==> src/rtl/mont_csa_mul.sv <==
module mont_csa_mul #(
  parameter int WIDTH = 16
) (
  input  logic             clk,
  input  logic             rst_n,
  input  logic             start,
  input  logic [WIDTH-1:0] a_in,
  input  logic [WIDTH-1:0] b_in,
  input  logic [WIDTH-1:0] n_in,
  output logic [WIDTH:0]   result,
  output logic             done
);
  localparam int W    = WIDTH + 2;
  localparam int CW   = $clog2(WIDTH + 2);
  localparam int LAST = WIDTH + 1;

  logic [WIDTH-1:0] a_reg;
  logic [W-1:0]     b_reg, n_reg, bn_reg;
  logic [W-1:0]     s1, s2;
  logic [CW-1:0]    cnt;
  logic             busy, fin;

  logic             q0, q1, q;
  logic [W-1:0]     addend, csa_s, csa_c;

  wire accept = start && !busy && !fin;

  assign q0 = s1[0] ^ s2[0];
  assign q1 = q0 ^ b_reg[0];
  assign q  = a_reg[0] ? q1 : q0;

  always_comb begin
    case ({a_reg[0], q})
      2'b00:   addend = '0;
      2'b01:   addend = n_reg;
      2'b10:   addend = b_reg;
      default: addend = bn_reg;
    endcase
  end

  assign csa_s = s1 ^ s2 ^ addend;
  assign csa_c = ((s1 & s2) | (s1 & addend) | (s2 & addend)) << 1;

  always_ff @(posedge clk or negedge rst_n) begin
    if (!rst_n) begin
      a_reg  <= '0;
      b_reg  <= '0;
      n_reg  <= '0;
      bn_reg <= '0;
      s1     <= '0;
      s2     <= '0;
      cnt    <= '0;
      busy   <= 1'b0;
      fin    <= 1'b0;
      result <= '0;
      done   <= 1'b0;
    end else begin
      done <= 1'b0;
      fin  <= 1'b0;
      if (accept) begin
        a_reg  <= a_in;
        b_reg  <= W'(b_in);
        n_reg  <= W'(n_in);
        bn_reg <= W'(b_in) + W'(n_in);
        s1     <= '0;
        s2     <= '0;
        cnt    <= '0;
        busy   <= 1'b1;
      end else if (busy) begin
        s1    <= csa_s >> 1;
        s2    <= csa_c >> 1;
        a_reg <= a_reg >> 1;
        cnt   <= cnt + 1'b1;
        if (cnt == CW'(LAST)) begin
          busy <= 1'b0;
          fin  <= 1'b1;
        end
      end else if (fin) begin
        result <= (WIDTH+1)'(s1 + s2);
        done   <= 1'b1;
      end
    end
  end
endmodule

==> config.mk <==
export PLATFORM = sky130hd
export DESIGN_NAME = mont_csa_mul
export DESIGN_NICKNAME = d
export VERILOG_FILES = /design/src/rtl/mont_csa_mul.sv
export SDC_FILE = /design/constraint.sdc
export NUM_CORES = 1
export LEC_CHECK = 0
export ABC_AREA = 1
export ABC_CLOCK_PERIOD_IN_PS = 2200
export BUFFER_PORTS_ARGS = -buffer_cell sky130_fd_sc_hd__clkbuf_2
export CAP_MARGIN = 20
export CORE_MARGIN = 10
export CORE_UTILIZATION = 30
export CTS_CLUSTER_SIZE = 16
export DETAILED_ROUTE_END_ITERATION = 6
export HOLD_SLACK_MARGIN = 0.02
export PLACE_DENSITY = 0.54
export SLEW_MARGIN = 20
export SYNTH_ARGS = -nofsm -noshare
export SYNTH_HDL_FRONTEND = slang
export SYNTH_SLANG_ARGS = --single-unit
==> constraint.sdc <==
create_clock -name clk -period 2.2 [get_ports clk]
set_input_delay 0.44 -clock clk [delete_from_list [all_inputs] [get_ports clk]]
set_output_delay 0.44 -clock clk [all_outputs]
set_load 0.005 [all_outputs]
* Yosys cells after proc, flatten, opt, wreduce, memory -nomap -nowiden
Index checks and enable logic that the tools add are counted.
** Word-level totals
- Register bits :: 127
- Latch bits :: 0
- RAM bits :: 0
- Memory bits (read-only) :: 0
- Bits of input ports :: 51
- Output and inout port bits :: 18
- Logic and storage cells :: 54
- Memories :: 0
** Operators by class
- Add/sub/neg operators :: 3
- Multipliers :: 0
- Divide/modulo/power cells :: 0
- Magnitude comparators :: 0
- Eq/ne operators :: 3
- Shift-type cells :: 0
- Mux-type cells :: 19
- Bitwise logic cells :: 11
- Reductions and logical operators :: 7
** Operators by type and width (count)
- $mux 18 :: 4
- $pmux 18 s3 :: 1
- $and 17x17->17 :: 3
- $xor 18x18->18 :: 2
- $or 17x17->17 :: 2
- $mux 16 :: 2
- $add 16x16->17 :: 1
- $add 17x17->17 :: 1
- $mux 1 :: 10
- $mux 5 :: 2
- $add 5x1->5 const B :: 1
- $eq 5x5->1 const B :: 1
- $reduce_and 3->1 :: 1
- $eq 2x1->1 const B :: 1
- $eq 2x2->1 const B :: 1
- $logic_and 1x1->1 :: 2
- $logic_not 1->1 :: 2
- $logic_not 2->1 :: 1
- $not 1->1 :: 2
- $reduce_bool 2->1 :: 1
- $xor 1x1->1 :: 2

* Logic depth before layout (Yosys ltp)
- Word-level depth :: 10
- Mapped depth :: 11
- Mapped depth without buffers :: 11

* Least setup slack after synthesis
Ideal clock, no wire load.
- Path type :: flip-flop to flip-flop
- Start point :: register s1[0]
- End point :: register s1[10]
- Setup time :: 82 ps
- Arrival time :: 1923 ps
- Data required time :: 2118 ps
- Slack :: 194 ps
- Cell stages (with the launch flop) :: 10
- Path buffers :: 1
- Clock period less this slack :: 2006 ps
- Cells stage by stage :: dfrtp_1 > ha_1 > nor2_1 > nor2_1 > inv_1 > buf_2 > o221ai_1 > o21ai_0 > fa_1 > o22ai_1
** Between the ends
- Word-level cells in the longest chain between the ends :: 8
- Elaborated cells between the ends (all ways) :: 10
- Classes of those cells :: eq/ne: 2; mux: 4; bitwise: 3; reduce/logical: 1
** Ends and longest elaborated chain
- start: declaration :: line 19 : logic [W-1:0] s1, s2;
- start signal: assignment :: line 70 : s1 <= csa_s >> 1;
- $xor 1x1->1 (*) :: line 28 : assign q0 = s1[0] ^ s2[0];
- via q0 :: line 23 : logic q0, q1, q;
- $xor 1x1->1 :: line 29 : assign q1 = q0 ^ b_reg[0];
- $mux 1 (*) :: line 30 : assign q = a_reg[0] ? q1 : q0;
- $eq 2x2->1, or another cell as far along :: line 33 : case ({a_reg[0], q})
- $pmux 18 s3 (*) :: line 33
- $xor 18x18->18 (*) :: line 41 : assign csa_s = s1 ^ s2 ^ addend;
- $mux 18 (*) :: line 69 : end else if (busy) begin
- $mux 18 (*) :: line 60 : if (accept) begin
Mark *: on every way through the listed nets, which the timed path passes. The rest lies on a longest branch. The select of a mux whose other input is x is not followed.
A chain may end at the register's enable or synchronous reset.

* Final worst setup path
- Start point :: register s1[0]
- End point :: register s1[4]
Same word-level chain as after synthesis.

==> qor.csv <==
metric,value,unit
status,finished clean,
dpl cell area,7946,µm²
register bit total from synthesis,123,
vias in the first global route,5812,
Pwr Density,1438,nW/µm²
DRC,0,
sequential share of the synthesized area,0.4264,
Syn Inst Count,922,
top_reg_cell synth,dfrtp_1,
postcts setup bufs,0,
final setup TNS,0,ns
ys async rst share,1.000,
share of layout cells above drive strength 1,0.1221,
Post-Layout Cell Count,1326,
Critical Path Source Type,register,
Slew headroom,0.5778,
Synth Area per Inst,7.829,µm²
Final Instance Area,8586,µm²
Achievable Freq,484.6,MHz
CP Launch Point,s1[0],
Pleak,4.417,nW
final hold vios,0,
via count,5864,
Critical Path RT,2.54,ns
fillers,2501,
"Core Util, Final",0.3647,
RSZ-0062 raised after global routing,no,
max incr delay on CP,0.46,ns
Clock Pin Slew Worst Setup and Hold Paths,0.06,ns
crit-path max FO,11,
final setup vio count,0,
crit-path cells,ha_4 -> nor2_1 -> nor2_1 -> inv_2 -> buf_6 -> o221ai_1 -> o21ai_1 -> fa_1 -> o22ai_1,
Synth top cells by count,"310 x nand2_1, 146 x inv_1, 123 x dfrtp_1",
first-pass GRT wire length,29750,µm
hold path start,a_in[7],
Horiz. Die Dim,175.1,µm
Post-Route Skew,0.009876,ns
YS warnings,0,
# rows,56,
pin count of the biggest net entering global routing,57,
CORE AREA,23540,µm²
gr ovfl total,0,
endpoint class of the critical path,register,
Crit Reg-Reg Startpoint,s1[0],
port bufs,68,
dpl hpwl,13230,µm
final worst-path cycle share,0.9380,
Worst-Margin Slew,0.6327,ns
# diodes,0,
Crit Path Category,register to register,
"most used cell, CP",nor2_1,
WL final,17380,µm
Synth-to-Final Area Change,18.95,%
initial antenna violation count,0,
WL/cell,13.11,µm
fin nets,1097,
# IOs,69,
"EDFF count, synth",0,
Final Wtd Congestion,0.8453,
H-Tree Depth,4,
worst vdd ir,0.4633,mV
"Clk Latency, worst-skew pair",0.42,ns
drt first-iter violations,401,
chip height,175.1,µm
gr usage total,0.1184,
Initial DRT Pass Iterations,7,
CTS tree,built,
starting density of the core,0.3066,
Clk Tree Root Cell,clkbuf_16,
Max Cap Violations,0,
worst hold slack,0.2250,ns
Sink Count,123,
min cycle time layout,2.064,ns
cts bufs inserted,17,
"top cells by area, synth","dfrtp_1 43%, nand2_1 16%, inv_1 7.6%, ha_1 6.1%, fa_1 4.7%",
top-count cell post-synth,nand2_1,
HP Class,input pin to register,
Synth area leader,dfrtp_1,
Syn Nets,1025,
Unique masters post-synth,37,
vias per cell,4.422,
Syn Std Cell Area,7218,µm²
slowest CP cell,fa_1,
clock buffer depth,2,
die area,30670,µm²
max-slew violations,0,
WP data arrival,2.40,ns
share of the synthesized area in the top cell type,0.4264,
Final ANT Viol Nets,0,
# placed instances,1293,
placed cells by master (no fill, tap or decap), drive strengths merged:
| cell type | n |
|---|---|
| nor2 | 33 |
| nor3 | 8 |
| clkbuf | 85 |
| o211ai | 1 |
| a22o | 1 |
| and2 | 1 |
| o21ai | 61 |
| a22oi | 12 |
| o31ai | 1 |
| nand3b | 5 |
| dlygate4sd3 | 1 |
| buf | 14 |
| o221ai | 15 |
| bufinv | 3 |
| nand4 | 3 |
| fa | 17 |
| clkinv | 5 |
| clkinvlp | 2 |
| o22ai | 30 |
| nand2 | 311 |
| xor2 | 3 |
| dfrtp | 123 |
| a21boi | 1 |
| or2 | 8 |
| xnor2 | 4 |
| a21oi | 22 |
| inv | 155 |
| nand3 | 46 |
| o21bai | 1 |
| ha | 35 |
stage by stage:
stage	worst slack, ns	power [mW]
6_report	0.1363	12.34
3_5_place_dp	-0.003115	9.461
3_3_place_gp	0.05646	9.343
2_1_floorplan	0.1944	7.968
5_1_grt	0.03019	13.60
4_1_cts	0.007582	12.46
metal layers:
layer / GRT usage / vias to the layer above / routed length (µm)
met3: 0.02479 / 22 / 481
met2: 0.1728 / 87 / 7426
met4: 0.04345 / 0 / 288
met5: 0 / - / 0
li1: - / 3111 / -
met1: 0.1680 / 2644 / 9187
report_power, final:
part	leakage (nW)	switching, mW	internal (mW)
sequential	1.49	0.492	3.30
combinational	2.64	3.41	2.25
clock	0.292	1.09	1.80
worst paths after layout:
kind	cells after the start	slack (ns)	to
setup reg to reg	9	0.14	s1[4]
setup / recovery	9	0.14	s1[4]
min in group asynchronous	2	0.52	result[16]
hold reg to reg	2	0.47	result[1]
hold / removal	3	0.23	a_reg[7]
max in group asynchronous	3	1.03	b_reg[8]
worst max-delay path: cells and delay by family (launching register included):
kind / cells / cell delay [ns]
buffers and inverters: 2 / 0.22
DFF: 1 / 0.42
adders and majority gates: 2 / 0.73
AOI/OAI and AO/OA: 3 / 0.43
and+or+nand+nor: 2 / 0.19
area by class of cell:
cell class	count	area [µm²]	share of cell area
clock inverters	14	183.9	0.02142
clock buffers	18	429.2	0.04999
flip-flops and latches	123	3078	0.3585
repair buffers	82	504.2	0.05873
multi-input cells	619	3417	0.3980
well taps	319	399.1	0.04649
inverters	151	574.3	0.06689
logic make-up (layout without fill, tap and decap cells):
family | count (synthesis) | in the layout | synth area share
simple gates | 415 | 415 | 0.2357
buf+inv | 180 | 265 | 0.1019
compound gates | 145 | 145 | 0.1196
flops | 123 | 123 | 0.4264
fa+ha+maj | 52 | 52 | 0.1078
xor+xnor | 7 | 7 | 0.008494
timing repair:
action                                  4_1_cts  5_1_grt
gates resized for setup                       2        9
endpoints found under the hold margin        29        0
endpoints found under the setup margin        2       18
hold buffers                                  1        0
pin swaps                                     0        1
Note: power is estimated with default switching activity, not from simulation.
